File: src/rtl/srq_pkg.sv
package srq_pkg;
  localparam int SB_W    = 8;
  localparam int EAV_BIT = 2;
  localparam int EES_BIT = 3;
  localparam int MAV_BIT = 4;
  localparam int ESB_BIT = 5;
  localparam int SUM_BIT = 6;
  localparam int N_EVT   = 2;
  localparam int STD_IDX = 0;
  localparam int EXT_IDX = 1;
  typedef logic [SB_W-1:0] sbyte_t;
endpackage

File: src/rtl/evt_summary.sv
module evt_summary #(
  parameter int W = 8
) (
  input  logic [W-1:0] evt,
  input  logic [W-1:0] en,
  output logic         hit
);
  assign hit = |(evt & en);
endmodule

File: src/rtl/sre_reg.sv
module sre_reg #(
  parameter int W   = 8,
  parameter int IGN = 6
) (
  input  logic         clk,
  input  logic         rst,
  input  logic         we,
  input  logic [W-1:0] d,
  output logic [W-1:0] q
);
  localparam logic [W-1:0] KEEP = ~(W'(1) << IGN);

  always_ff @(posedge clk) begin
    if (rst)     q <= '0;
    else if (we) q <= d & KEEP;
  end
endmodule

File: src/rtl/rqs_latch.sv
module rqs_latch (
  input  logic clk,
  input  logic rst,
  input  logic mss,
  input  logic poll,
  output logic rqs
);
  logic mss_q;

  always_ff @(posedge clk) begin
    if (rst) begin
      mss_q <= 1'b0;
      rqs   <= 1'b0;
    end else begin
      mss_q <= mss;
      if (!mss || poll) rqs <= 1'b0;
      else if (!mss_q)  rqs <= 1'b1;
    end
  end
endmodule

File: src/rtl/srq_status_top.sv
module srq_status_top
  import srq_pkg::*;
#(
  parameter int EVT_W = 8
) (
  input  logic             clk,
  input  logic             rst,
  input  logic             err_q_nonempty,
  input  logic             out_q_nonempty,
  input  logic [EVT_W-1:0] std_evt,
  input  logic [EVT_W-1:0] std_evt_en,
  input  logic [EVT_W-1:0] ext_evt,
  input  logic [EVT_W-1:0] ext_evt_en,
  input  logic             sre_wr_en,
  input  logic [7:0]       sre_wr_data,
  input  logic             poll_stb,
  output logic [7:0]       poll_byte,
  output logic [7:0]       query_byte,
  output logic [7:0]       sre_rd,
  output logic             srq_out
);
  logic [EVT_W-1:0] evt_w [N_EVT];
  logic [EVT_W-1:0] msk_w [N_EVT];
  logic [N_EVT-1:0] summ;
  sbyte_t           sre_q;
  sbyte_t           sb_base;
  logic             mss;
  logic             rqs;

  assign evt_w[STD_IDX] = std_evt;
  assign msk_w[STD_IDX] = std_evt_en;
  assign evt_w[EXT_IDX] = ext_evt;
  assign msk_w[EXT_IDX] = ext_evt_en;

  for (genvar g = 0; g < N_EVT; g++) begin : g_sum
    evt_summary #(.W(EVT_W)) u_sum (
      .evt (evt_w[g]),
      .en  (msk_w[g]),
      .hit (summ[g])
    );
  end

  sre_reg #(.W(SB_W), .IGN(SUM_BIT)) u_sre (
    .clk (clk),
    .rst (rst),
    .we  (sre_wr_en),
    .d   (sre_wr_data),
    .q   (sre_q)
  );

  always_comb begin
    sb_base          = '0;
    sb_base[EAV_BIT] = err_q_nonempty;
    sb_base[EES_BIT] = summ[EXT_IDX];
    sb_base[MAV_BIT] = out_q_nonempty;
    sb_base[ESB_BIT] = summ[STD_IDX];
  end

  assign mss = |(sb_base & sre_q);

  rqs_latch u_rqs (
    .clk  (clk),
    .rst  (rst),
    .mss  (mss),
    .poll (poll_stb),
    .rqs  (rqs)
  );

  always_comb begin
    query_byte          = sb_base;
    query_byte[SUM_BIT] = mss;
    poll_byte           = sb_base;
    poll_byte[SUM_BIT]  = rqs;
  end

  assign sre_rd  = sre_q;
  assign srq_out = rqs;
endmodule

File: config.mk
export PLATFORM = sky130hd
export DESIGN_NAME = srq_status_top
export DESIGN_NICKNAME = d
export VERILOG_FILES = /design/src/rtl/srq_pkg.sv /design/src/rtl/evt_summary.sv /design/src/rtl/sre_reg.sv /design/src/rtl/rqs_latch.sv /design/src/rtl/srq_status_top.sv
export SDC_FILE = /design/constraint.sdc
export NUM_CORES = 1
export LEC_CHECK = 0
export BUFFER_PORTS_ARGS = -buffer_cell sky130_fd_sc_hd__buf_2
export CORE_MARGIN = 10
export CORE_UTILIZATION = 28
export DETAILED_ROUTE_END_ITERATION = 12
export HOLD_SLACK_MARGIN = 0.1
export PLACE_DENSITY = 0.8
export SLEW_MARGIN = 10
export SYNTH_ARGS = -nofsm -noshare
export SYNTH_HDL_FRONTEND = slang
export SYNTH_SLANG_ARGS = --single-unit
File: constraint.sdc
create_clock -name clk -period 1.1 [get_ports clk]
set_input_delay 0.22 -clock clk [delete_from_list [all_inputs] [get_ports clk]]
set_output_delay 0.22 -clock clk [all_outputs]
set_load 0.02 [all_outputs]
-- After elaboration in Yosys (flattened, before gate mapping)
Index checks and enable logic that the tools add are counted.
- register bits after elaboration: 9
- output and inout port bits: 25
- word-level logic and storage cells: 12
- bitwise logic cells: 3
- reduce and logical (&&, ||, !) cells: 6
- operators with widths (operator ; count):
    8-bit OR reduction ; 3
    8-bit bitwise AND ; 2
    6-bit by 8-bit bitwise AND with 8-bit output ; 1
    2-bit OR reduction ; 1
    1-bit logical NOT ; 1
    1-bit logical OR ; 1

-- Depth between registers and ports, before layout
Gate-level depths: netlist of run 1.
- depth after elaboration: 7
- mapped depth: 4
- mapped depth without buffers: 3

-- Cells and area by module
Synthesis of run 1 repeated with hierarchy kept, for this count alone.
- cells, all modules: 57
- area total of the unflattened synthesis: 531.8 um2
- modules (own cells, without submodules) (module ; times used ; cells an instance ; area an instance (um2) ; sequential area each (um2)):
    sre_reg ; 1 ; 24 ; 259.0 ; 140.1
    srq_status_top ; 1 ; 18 ; 127.6 ; 0.0
    evt_summary ; 2 ; 5 ; 36.3 ; 0.0
    rqs_latch ; 1 ; 5 ; 72.6 ; 40.0

-- Worst setup path after synthesis of run 1
No wires, ideal clock.
- kind: flip-flop to output port
- start: reg u_sre.q[3]
- end: out query_byte[6]
- arrival time: 923 ps
- setup slack: -43 ps
- cell stages (with the launch flop): 5
- path buffers: 1
- cell sequence: dfxtp_1 inv_1 a41o_1 nand3_1 buf_4
- cells in the longest elaborated chain, start to end: 2
- ends and longest elaborated chain (what ; line ; source):
    start: declaration ; sre_reg.sv:9 ; output logic [W-1:0] q
    start signal: assignment ; sre_reg.sv:15 ; else if (we) q <= d & KEEP;
    6-bit by 8-bit bitwise AND with 8-bit output ; srq_status_top.sv:59 ; assign mss = |(sb_base & sre_q);
    8-bit OR reduction ; srq_status_top.sv:59 ;
    end: declaration ; srq_status_top.sv:18 ; output logic [7:0] query_byte,
No other way between the ends.

-- Final worst setup path of run 1
- start: reg u_sre.q[2]
- end: out query_byte[6]
The elaborated chain is that of the path after synthesis.

==> qor.txt, run 1 <==
first-pass GRT wire length - 3.35 mm
GPL Wtd Cong - 0.755
yosys warns - 0
max cap viols - 0
worst min path class - primary input to flip-flop
Iter 0 DRT Violations - 19
via count - 657
CTS tree - done
syn_area_per_cell - 8.68 um^2
Crit. End Element - output pin
Leak - 0.527 nW
post-DR wirelength/cell - 14.3 um
DRC errors left - 0
final hold vios - 0
Clk Latency, worst-skew pair - 0.26 ns
upper clock frequency limit - 792 MHz
largest net degree at the start of global routing - 10
Row Count - 16
Cell Pwr Density - 998 nW/um^2
fillers - 198
Mapped Cells - 64
die width - 64.5 um
Final Max Tran Viols - 0
multi-input logic area - 279 um^2
ANT nets after route - 0
hold slack - 0.193 ns
GRT Total Usage - 0.0995
CP required - 0.88 ns
clock sinks - 9
vias in the first global route - 738
RSZ-0062 raised after global routing - yes
Placed Instances - 145
I/O pins - 71
Cell Area, Synth - 556 um^2
failing checks - negative setup slack
Final Routed Wirelength - 2.18 mm
crit-path max FO - 2
layout cells sized above 1 - 0.683
arrival time at the worst endpoint - 1.04 ns
NumNets Final - 173
Crit-path slowest cell - dfxtp_2
Final period util - 1.15
maximum buffer depth of the clock tree - 2
sequential share of the synthesized area - 0.324
slowest cell delay on critical path - 0.32 ns
crit path launch type - flip-flop
Worst VDD drop - 504 uV
worst-path cell chain - a22oi_2, nand3_2, buf_6
router iterations before antenna repair - 4
CTS Buf Count - 3
total core area - 1920 um^2
Die Y - 64.5 um
Clock Tree Root - clkbuf_4
Layout Cells excl Fill - 153
Remaining Overflow, GRT - 0
Ant. Diodes - 0
drt via density - 4.29
final worst slack - -0.163 ns
Buffers on Ports - 62
initial antenna violation count - 0
Starting Density - 0.289
die area - 4170 um^2
Setup Crit Path Kind - flip-flop to output pin
P&R area growth vs syn - 71.2%
dpl ws - -0.214 ns
final setup violation count - 5
Reg area - 185 um^2
fin crit period - 1.26 ns
synth unique cells - 13
Synth Register Bits - 9
Final Skew - 0.00471 ns
clock transition at the registers of the reported paths - 0.07 ns
status - finished with violations
H-tree depth - 1
-- placed cells by master (no fill, tap or decap) --
master | netlist | routed
a22oi_1 | 9 | 4
a22oi_2 | 0 | 5
a31oi_1 | 2 | 2
a41o_1 | 2 | 2
buf_2 | 2 | 55
buf_4 | 17 | 11
buf_6 | 0 | 5
clkbuf_4 | 0 | 3
clkinv_2 | 0 | 1
conb_1 | 1 | 7
dfxtp_1 | 9 | 5
dfxtp_2 | 0 | 4
inv_1 | 3 | 2
inv_2 | 0 | 1
mux2i_1 | 7 | 7
nand3_2 | 0 | 1
nand4_1 | 2 | 2
nor2_1 | 8 | 8
o21ai_0 | 1 | 1
-- worst max-delay path, delay by kind of cell (launching register included) --
| kind | cells | cell delay [ns] |
|---|---|---|
| flip-flops | 1 | 0.32 |
| AO/OA/AOI/OAI | 1 | 0.22 |
| buffers and inverters | 1 | 0.14 |
| AND/OR/NAND/NOR | 1 | 0.11 |
-- registers in the layout (all words and copies together), names as in the netlist --
| signal | flops |
|---|---|
| u_sre.q | 7 |
| u_rqs.mss_q | 1 |
| u_rqs.rqs | 1 |
-- cells by family (layout without fill, tap and decap cells) --
logic type,after synthesis,after routing,synth area share
other,1,7,0.00675
flip-flops,9,9,0.324
AO/OA/AOI/OAI,14,14,0.189
AND/OR/NAND/NOR,11,11,0.0856
buffers and inverters,22,78,0.268
multiplexers,7,7,0.126
-- worst paths after layout --
kind | startpoint | to | slack [ns] | cells past startpoint
worst max-delay path | u_sre.q[2] | query_byte[6] | -0.16 | 3
worst min-delay path | sre_wr_data[0] | u_sre.q[0] | 0.19 | 3
worst min register to register | u_sre.q[0] | u_sre.q[0] | 0.49 | 2
worst max register to register | u_sre.q[3] | u_rqs.mss_q | 0.16 | 4
-- metrics by stage --
step / util / power, mW / setup TNS [ns] / instance area [um^2]
floorplan: - / 0.560 / 0 / 581
global placement: 0.429 / 0.648 / -0.343 / 825
detailed placement: 0.429 / 0.659 / -0.622 / 825
CTS: 0.488 / 0.954 / -0.339 / 938
global route: 0.495 / 1.01 / -0.562 / 951
finish: 0.495 / 0.949 / -0.314 / 951
-- layout make-up --
class / instances / share of cell area
clock buffer: 3 / 0.0237
multi-input combinational: 39 / 0.293
timing repair buffer: 71 / 0.436
clock inverter: 1 / 0.00526
inverter: 3 / 0.0118
sequential: 9 / 0.195
tap: 27 / 0.0355
-- cells in the mapped netlist --
master / n / area (um^2)
dfxtp_1: 9 / 180
a31oi_1: 2 / 12.5
a41o_1: 2 / 20.0
mux2i_1: 7 / 70.1
o21ai_0: 1 / 5.00
nand4_1: 2 / 12.5
conb_1: 1 / 3.75
nor2_1: 8 / 30.0
a22oi_1: 9 / 67.6
buf_4: 17 / 128
inv_1: 3 / 11.3
nand3_1: 1 / 5.00
buf_2: 2 / 10.0
-- metal layers --
layer,vias up,track usage,wire length [um]
met4,0,0.0160,0
met2,30,0.207,1320
met3,0,0.0670,258
li1,327,-,-
met1,300,0.0711,609
met5,-,0,0
-- power breakdown --
group,total [mW],switching (mW),internal (mW),leakage (nW)
registers,0.358,0.0102,0.348,0.0757
clock network,0.251,0.117,0.134,0.0177
logic,0.339,0.174,0.165,0.434
-- repair_timing --
item | CTS | global route
pin swaps | 3 | 0
resized for setup | 14 | 5
hold buffers | 0 | 0
setup endpoints to repair | 5 | 7
buffers inserted | 4 | 0
Power figures use the tool's default switching activity.
==> run 2, diff against run 1 <==
- SKIP_LAST_GASP: unset -> 1
==> run 2 against run 1 <==
  * The flow still finishes with violations (negative setup slack)
  * Design area fell by 0.13%
  * Non-clock buffer count unchanged
  * Critical path depth is 2 higher
  * Routed wire length down 0.50%
  * Cell count is the same
  * Die area unchanged
  * Critical path type is now primary input to output pin
  * Critical endpoint unchanged
  * Largest power group unchanged
==> qor.txt, run 2 (synthesized netlist as in run 1, its figures left out) <==
final hold vios - 0 (unchanged)
worst min path class - primary input to flip-flop
Hold Path End - u_sre.q[0]
hold depth - 3 (unchanged)
crit path launch type - primary input
GPL Wtd Cong - 0.755 (unchanged)
NumNets Final - 173 (unchanged)
HP Start - sre_wr_data[0]
Die Y - 64.5 um (unchanged)
setup slack, reg-to-reg - 0.16 ns (about the same)
Remaining Overflow, GRT - 0 (unchanged)
initial antenna violation count - 0 (unchanged)
most frequent cells in the layout - buf_2 (55), buf_4 (11), nor2_1 (8)
drt via density - 4.26 (-0.76%)
CP required - 0.88 ns (about the same)
die width - 64.5 um (unchanged)
upper clock frequency limit - 796 MHz (+0.46%)
Final period util - 1.14 (-0.00522)
fin crit period - 1.26 ns (-0.00574 ns)
Cell Pwr Density - 994 nW/um^2 (-0.42%)
largest register by flop count - u_sre.q
crit-path max FO - 2 (unchanged)
DRC errors left - 0 (unchanged)
Clk Latency, worst-skew pair - 0.26 ns (about the same)
total core area - 1920 um^2 (unchanged)
Buffers on Ports - 62 (unchanged)
Clock Tree Root - clkbuf_4
die area - 4170 um^2 (unchanged)
layout cells sized above 1 - 0.667 (-0.0159)
H-tree depth - 1 (unchanged)
failing checks - negative setup slack
maximum buffer depth of the clock tree - 2 (unchanged)
GRT Total Usage - 0.0998 (+0.000348)
Ant. Diodes - 0 (unchanged)
via count - 652 (-0.76%)
cell count of the worst reg-to-reg path - 4 (unchanged)
Reg area - 184 um^2 (-0.68%)
final setup violation count - 5 (unchanged)
Reg-to-Reg Start - u_sre.q[3]
Worst VDD drop - 494 uV (-2.0%)
dpl ws - -0.214 ns (unchanged)
CTS tree - done
fillers - 198 (unchanged)
P&R area growth vs syn - 70.9%
max cap viols - 0 (unchanged)
router iterations before antenna repair - 4 (unchanged)
CTS Buf Count - 3 (unchanged)
status - finished with violations
Row Count - 16 (unchanged)
Starting Density - 0.289 (unchanged)
Layout Utilization - 0.494 (-0.000651)
vias in the first global route - 741 (+0.41%)
multi-input logic area - 279 um^2 (unchanged)
Final Max Tran Viols - 0 (unchanged)
Final Routed Wirelength - 2.17 mm (-0.50%)
Design Area, Final - 950 um^2 (-0.13%)
I/O pins - 71 (unchanged)
clock transition at the registers of the reported paths - 0.06 ns (about the same)
RSZ-0062 raised after global routing - yes
reg2reg end - u_rqs.mss_q
first-pass GRT wire length - 3.36 mm (+0.42%)
post-DR wirelength/cell - 14.2 um (-0.50%)
Crit. End Element - output pin
Largest regs - u_sre.q x7, u_rqs.mss_q x1, u_rqs.rqs x1
clock sinks - 9 (unchanged)
Leak - 0.527 nW (about the same)
largest net degree at the start of global routing - 10 (unchanged)
hold slack - 0.195 ns (+0.00222 ns)
Setup Crit Path Kind - primary input to output pin
final worst slack - -0.157 ns (+0.00574 ns)
Iter 0 DRT Violations - 23 (+4)
max reg flops - 7 (unchanged)
Final Skew - 0.00367 ns (-0.00104 ns)
arrival time at the worst endpoint - 1.04 ns (about the same)
ANT nets after route - 0 (unchanged)
post-placement cell area - 825 um^2 (unchanged)
commonest non-fill, non-tap cell in the layout - buf_2
==> run 2: area by class of cell <==
class,count,share of cell area
Sequential cell,9,0.194
Tap cell,27,0.0356
Inverter,3,0.0119
Clock inverter,1,0.00527
Timing Repair Buffer,71,0.436
Multi-Input combinational cell,39,0.294
Clock buffer,3,0.0237
==> run 2: repair_timing <==
action / in CTS / in global routing
pin swaps: 3 / 0
resized for setup: 11 / 6
buffers inserted: 4 / 0
hold buffers: 0 / 0
endpoints found under the setup margin: 5 / 7
==> run 2: power by group <==
part           total (mW)  leakage (nW)  internal [mW]  switching (mW)
sequential          0.357        0.0753          0.348         0.00975
combinational       0.339         0.434          0.165           0.174
clock               0.247        0.0177          0.134           0.114
total               0.944         0.527          0.647           0.297
==> run 2: per-stage QoR <==
stage                     TNS [ns]  cells  power (mW)
after floorplan                  0     70       0.560
after global placement      -0.343    145       0.648
after detailed placement    -0.622    145       0.659
after CTS                   -0.359    153       0.950
after global routing        -0.554    153        1.00
final                       -0.308    153       0.944
==> run 2: per-layer routing <==
metal / GRT usage / wire length, um / vias up
li1: - / - / 326
met1: 0.0721 / 600 / 295
met2: 0.207 / 1300 / 31
met3: 0.0670 / 268 / 0
met4: 0.0160 / 0 / 0
met5: 0 / 0 / -
==> run 2: worst max path at each step <==
stage | startpoint | to | slack [ns] | cells after the start
after floorplan | u_sre.q[2] | query_byte[6] | 0.009 | 3
after global placement | ext_evt[1] | query_byte[6] | -0.14 | 5
after detailed placement | ext_evt[0] | query_byte[6] | -0.21 | 5
after CTS | u_sre.q[3] | query_byte[6] | -0.17 | 4
after global routing | u_sre.q[4] | query_byte[6] | -0.22 | 3
final | ext_evt[2] | query_byte[6] | -0.16 | 5
==> run 2: worst max-delay path: stages <==
cell and delay [ns]:
buf_2 0.10, a22oi_1 0.24, a41o_1 0.25, nand3_2 0.09, buf_6 0.14
